$ cat src/rtl/opnd_eval_pkg.sv
package opnd_eval_pkg;
  typedef enum logic [2:0] {
    M_REG    = 3'd0,
    M_DEF    = 3'd1,
    M_INC    = 3'd2,
    M_INCDEF = 3'd3,
    M_DEC    = 3'd4,
    M_DECDEF = 3'd5,
    M_IDX    = 3'd6,
    M_IDXDEF = 3'd7
  } amode_t;

  typedef enum logic [1:0] {
    PH_IDLE,
    PH_INDEX,
    PH_PTR,
    PH_OPND
  } phase_t;
endpackage

$ cat src/rtl/oe_step.sv
module oe_step #(
  parameter int W = 16,
  parameter int NREG = 8,
  localparam int RW = $clog2(NREG)
) (
  input  logic [2:0]    mode,
  input  logic [RW-1:0] rn,
  input  logic          byte_op,
  output logic [W-1:0]  step
);
  logic single;
  // Byte stride only for plain inc/dec on non SP/PC registers
  always_comb begin
    single = byte_op && (mode == 3'd2 || mode == 3'd4) && (rn < RW'(NREG - 2));
    step = single ? W'(1) : W'(2);
  end
endmodule

$ cat src/rtl/oe_lane.sv
module oe_lane #(
  parameter int W = 16,
  localparam int H = W / 2
) (
  input  logic [W-1:0] word,
  input  logic         odd,
  input  logic         byte_op,
  output logic [W-1:0] val
);
  always_comb begin
    if (byte_op)
      val = {{(W - H){1'b0}}, (odd ? word[W-1:H] : word[H-1:0])};
    else
      val = word;
  end
endmodule

$ cat src/rtl/opnd_eval.sv
module opnd_eval
  import opnd_eval_pkg::*;
#(
  parameter int W = 16,
  parameter int NREG = 8,
  localparam int RW = $clog2(NREG),
  localparam int PC = NREG - 1,
  localparam int H = W / 2
) (
  input  logic            clk,
  input  logic            rst,
  input  logic            start,
  input  logic [2:0]      spec_mode,
  input  logic [RW-1:0]   spec_reg,
  input  logic            byte_op,
  input  logic [NREG*W-1:0] regs_in,
  output logic            mem_req,
  output logic [W-1:0]    mem_addr,
  input  logic            mem_ready,
  input  logic [W-1:0]    mem_rdata,
  output logic            done,
  output logic [W-1:0]    opnd_val,
  output logic [W-1:0]    eff_addr,
  output logic            is_reg,
  output logic [NREG*W-1:0] regs_out
);
  localparam logic [W-1:0] TWO = W'(2);

  logic [W-1:0] wk [NREG];
  phase_t       ph;
  amode_t       md;
  logic [RW-1:0] rn;
  logic         bop;

  logic [W-1:0] rv_in, pc_in, step, lane_val, reg_val, idx_ea;
  amode_t       smode;

  assign rv_in  = regs_in[int'(spec_reg)*W +: W];
  assign pc_in  = regs_in[PC*W +: W];
  assign smode  = amode_t'(spec_mode);
  assign idx_ea = mem_rdata + wk[rn];

  oe_step #(.W(W), .NREG(NREG)) u_step (
    .mode(spec_mode), .rn(spec_reg), .byte_op(byte_op), .step(step)
  );

  oe_lane #(.W(W)) u_mem_lane (
    .word(mem_rdata), .odd(mem_addr[0]), .byte_op(bop), .val(lane_val)
  );

  oe_lane #(.W(W)) u_reg_lane (
    .word(rv_in), .odd(1'b0), .byte_op(byte_op), .val(reg_val)
  );

  always_ff @(posedge clk) begin
    if (rst) begin
      ph       <= PH_IDLE;
      md       <= M_REG;
      rn       <= '0;
      bop      <= 1'b0;
      mem_req  <= 1'b0;
      mem_addr <= '0;
      done     <= 1'b0;
      opnd_val <= '0;
      eff_addr <= '0;
      is_reg   <= 1'b0;
      regs_out <= '0;
      for (int i = 0; i < NREG; i++) wk[i] <= '0;
    end else begin
      done <= 1'b0;
      case (ph)
        PH_IDLE: if (start) begin
          md  <= smode;
          rn  <= spec_reg;
          bop <= byte_op;
          for (int i = 0; i < NREG; i++) wk[i] <= regs_in[i*W +: W];
          case (smode)
            M_REG: begin
              opnd_val <= reg_val;
              eff_addr <= '0;
              is_reg   <= 1'b1;
              done     <= 1'b1;
              regs_out <= regs_in;
            end
            M_DEF: begin
              mem_req <= 1'b1; mem_addr <= rv_in; ph <= PH_OPND;
            end
            M_INC: begin
              wk[spec_reg] <= rv_in + step;
              mem_req <= 1'b1; mem_addr <= rv_in; ph <= PH_OPND;
            end
            M_INCDEF: begin
              wk[spec_reg] <= rv_in + step;
              mem_req <= 1'b1; mem_addr <= rv_in; ph <= PH_PTR;
            end
            M_DEC: begin
              wk[spec_reg] <= rv_in - step;
              mem_req <= 1'b1; mem_addr <= rv_in - step; ph <= PH_OPND;
            end
            M_DECDEF: begin
              wk[spec_reg] <= rv_in - step;
              mem_req <= 1'b1; mem_addr <= rv_in - step; ph <= PH_PTR;
            end
            default: begin
              wk[PC] <= pc_in + TWO;
              mem_req <= 1'b1; mem_addr <= pc_in; ph <= PH_INDEX;
            end
          endcase
        end
        PH_INDEX: if (mem_ready) begin
          mem_addr <= idx_ea;
          ph       <= (md == M_IDX) ? PH_OPND : PH_PTR;
        end
        PH_PTR: if (mem_ready) begin
          mem_addr <= mem_rdata;
          ph       <= PH_OPND;
        end
        PH_OPND: if (mem_ready) begin
          opnd_val <= lane_val;
          eff_addr <= mem_addr;
          is_reg   <= 1'b0;
          done     <= 1'b1;
          mem_req  <= 1'b0;
          ph       <= PH_IDLE;
          for (int i = 0; i < NREG; i++) regs_out[i*W +: W] <= wk[i];
        end
        default: ph <= PH_IDLE;
      endcase
    end
  end


  req_hold_chk: assert property (@(posedge clk) disable iff (rst)
    mem_req && !mem_ready |=> mem_req && $stable(mem_addr));


  done_pulse_chk: assert property (@(posedge clk) disable iff (rst)
    done |=> !done);


  out_hold_chk: assert property (@(posedge clk) disable iff (rst)
    (!$stable(opnd_val) || !$stable(regs_out) || !$stable(eff_addr)) |-> done);


  reg_mode_chk: assert property (@(posedge clk) disable iff (rst)
    (ph == PH_IDLE && start && spec_mode == 3'd0) |=> done && is_reg && eff_addr == '0 && !mem_req);


  byte_zext_chk: assert property (@(posedge clk) disable iff (rst)
    done && bop |-> opnd_val[W-1:H] == '0);
endmodule

$ cat config.mk
export PLATFORM = sky130hd
export DESIGN_NAME = opnd_eval
export DESIGN_NICKNAME = d
export VERILOG_FILES = /design/src/rtl/opnd_eval_pkg.sv /design/src/rtl/oe_step.sv /design/src/rtl/oe_lane.sv /design/src/rtl/opnd_eval.sv
export SDC_FILE = /design/constraint.sdc
export NUM_CORES = 1
export LEC_CHECK = 0
export ABC_AREA = 0
export BUFFER_PORTS_ARGS = -buffer_cell sky130_fd_sc_hd__buf_2
export CAP_MARGIN = 20
export CORE_ASPECT_RATIO = 0.7
export CORE_MARGIN = 2
export CORE_UTILIZATION = 45
export CTS_BUF_LIST = sky130_fd_sc_hd__clkbuf_4
export CTS_CLUSTER_DIAMETER = 80
export CTS_CLUSTER_SIZE = 24
export DETAILED_ROUTE_END_ITERATION = 12
export PLACE_DENSITY_LB_ADDON = 0.15
export SYNTH_ARGS = -nofsm -noshare
export SYNTH_HDL_FRONTEND = slang
export SYNTH_SLANG_ARGS = --single-unit
$ cat constraint.sdc
create_clock -name clk -period 14 [get_ports clk]
set_input_delay 2.8 -clock clk [delete_from_list [all_inputs] [get_ports clk]]
set_output_delay 2.8 -clock clk [all_outputs]
set_load 0.05 [all_outputs]
==> impl_metrics.yaml <==
timing:
  holdWs_ps: 464
  max_slew_margin_pct: 19.2
  slew_viol_final: 0
  setup_violations: 0
  setup_repair_after_global_routing_missed_its_margin: "no"
  period_share_pct: 48.2
  timing.fmax_mhz: 148
  worst_slack_ps: 7260
  tightest_slew_ps: 1210
  final_hold_viol_count: 0
  timing.clock.skew_ps: 54.3
  min_period_ps: 6740
  timing.setup.tns_ps: 0
placement:
  dp_worst_setup_slack_ps: 6440
  globalplace.congestion: 0.970
  detail_placement_hpwl_um: 56700
  placement.io_buffers: 333
route:
  routed-via-count: 16600
  wl_per_cell_um: 29.2
  detail_route.drc_violations: 0
  finalWirelength_um: 75200
  antenna_violating_nets_post_route: 0
  drt-initial-drc-count: 2189
  drt-vias-per-instance: 6.43
  firstDrtPassIters: 5
synth:
  async_reset_ff_share_pct: 0
  synth_cell_types: 82
  synth.yosys.warnings: 0
  ys_seq_area_share_pct: 43.0
  syn-cell-area_mm2: 0.0178
  synth_fp_nets: 2007
  avgSynthCellArea_um2: 9.79
  synth_enable_flop_cells: 128
  synth-seq-cells: 319
  synth_flop_cell: "sky130_fd_sc_hd__dfxtp_1"
  post_syn_instances: 1824
clock_network:
  cts_buffers: 17
  postCtsSetupBuffers: 0
  cts-hold-fix-buffers: 0
  postCtsResizedCells: 0
  cts.reportedPaths.clkPinSlew_ps: 260
  cts_htree_levels: 1
  ctsLongestPathBuffers: 3
  clock-sinks: 319
  clock_insertion_delay_worst_skew_ps: 810
  root_buffer: "sky130_fd_sc_hd__clkbuf_4"
  cts_tree: "built"
worst_setup_path:
  path_max_fanout: 58
  crit_path_cell_trace: "buf_2 -> buf_4 -> mux2_2 -> a221oi_1 -> o21a_1 -> inv_1 -> ha_1 -> inv_1 -> ha_1 -> inv_1 -> o2111a_1 -> a32oi_1 -> xnor2_1 -> o21ai_0"
  worst_path_max_delay_cell: "sky130_fd_sc_hd__xnor2_1"
  end_kind: "register"
  type_of_the_worst_setup_path: "in2reg"
  worst_path_arrival_time_ps: 7280
  timing.critical_path.from_type: "input pin"
  cpPeakStageDelay_ps: 920
  critPathMostFrequentCell: "sky130_fd_sc_hd__inv_1"
  crit_required_ps: 14540
final_layout:
  syn_to_final_growth_pct: 12.5
  drive_above_1_share_pct: 24.1
  final_util_pct: 51.8
  largest_regs: "regs_out: 128 flops, wk: 128 flops"
  final_nets: 2224
global_route:
  first_global_vias: 15100
  antenna_violations_before_repair: 2
  grt_use_total_pct: 35.4
  grt_first_pass_wirelength_um: 107000
  remaining_global_route_overflow: 0
  grt_start_max_net_pins: 101
job:
  drv_cap: 0
power_and_ir_drop:
  power.ir.vdd_worst_v: 0.0000866
  power.density_cell_area_mw_per_mm2: 160
  p_leak_nw: 7.51
die:
  design.core.area_mm2: 0.0387
  initial_utilization_pct: 46.1
  die_y_um: 171
  die_area_mm2: 0.0413
  die_width_um: 242
  top_level_ports: 334
  num_rows: 60
outcome:
  outcome: "completed"
min_path:
  hold_class: "reg2reg"
==> cell usage after synthesis, drive strengths merged, types with 7 or more instances <==
library cell  instances  area share [%]
a32oi                 7            0.34
xnor2                30             1.5
nor2                188             4.0
dfxtp               191              21
nor4                  8            0.32
mux2i               156             8.9
a21oi                67             1.9
mux2                 25             1.6
nand4                13            0.46
nor2b                13            0.46
a211oi              145             6.1
a31oi                10            0.35
nor3                 19            0.66
inv                  31            0.65
a22o                  7            0.34
nand3               152             4.3
xor2                 22             1.2
a221oi               15            0.74
o211ai                7            0.29
a221o                 8            0.45
nand2               104             2.2
mux4                 47             6.0
buf                  32             1.2
ha                   26             1.8
o22ai                18            0.70
clkbuf              131             2.8
edfxtp              128              22
o21ai               133             3.8
or3                   7            0.25
and3                 10            0.35
==> report_power, final <==
part	internal, mW	leakage (nW)	switching, mW
Clock	0.0870	0.137	0.306
Combinational	0.461	4.45	1.05
Sequential	1.17	2.93	0.142
Total	1.71	7.51	1.50
==> through the flow <==
| step | total power [mW] | std cells | cell area (µm²) |
|---|---|---|---|
| 2_1_floorplan | 2.28 | 1824 | 17800 |
| 3_3_place_gp | 2.78 | 2544 | 19700 |
| 3_5_place_dp | 2.79 | 2545 | 19700 |
| 4_1_cts | 3.17 | 2575 | 20000 |
| 5_1_grt | 3.34 | 2581 | 20100 |
| 6_report | 3.22 | 2581 | 20100 |
==> cells in the final DEF, fill, tap and decap left out, drive strengths merged, types with 67 or more instances in the layout <==
cell type  count
dfxtp        191
buf          361
a21oi         67
o21ai        133
a211oi       145
edfxtp       128
mux2i        156
nand2        104
nand3        152
nor2         188
==> worst paths after layout <==
check / from / depth (start not counted) / endpoint / slack, ps
max: spec_reg[1] / 14 / wk[1][6]$_DFFE_PP_ / 7260
min: eff_addr[6]$_SDFFE_PP0P_ / 2 / eff_addr[6]$_SDFFE_PP0P_ / 460
max reg2reg: register / 14 / mem_addr[14]$_SDFFE_PP0P_ / 9530
min reg2reg: eff_addr[6]$_SDFFE_PP0P_ / 2 / eff_addr[6]$_SDFFE_PP0P_ / 460
==> layout make-up <==
cell class,instances,area [µm²]
antenna,2,5.00
inverter,32,120
clock buffer,26,195
multi-input combinational,1310,9420
clock inverter,4,27.5
fill,3546,18700
tap,527,659
timing repair buffer,361,1980
sequential,319,7670
==> routing by layer <==
layer | vias to the layer above | track usage, % | wire (µm)
met3 | 145 | 8.99 | 8890
met5 | - | 0 | 0
met1 | 8127 | 53.0 | 33300
met2 | 1046 | 49.6 | 30300
met4 | 0 | 10.9 | 2810
li1 | 7287 | - | -
==> kinds of logic after synthesis <==
family	Yosys count	synth area share (%)
compound gates	465	17.3
xor+xnor	52	2.68
fa+ha+maj	28	2.05
buf+inv	195	4.59
flops	319	43.0
mux	228	16.5
simple gates	537	13.9
==> critical path, delay by kind of cell <==
family | cells | cell delay, ps
compound gates | 5 | 1570
buf+inv | 5 | 970
xor+xnor | 1 | 920
fa+ha+maj | 2 | 550
mux | 1 | 410
Note: power is estimated with default switching activity, not from simulation.
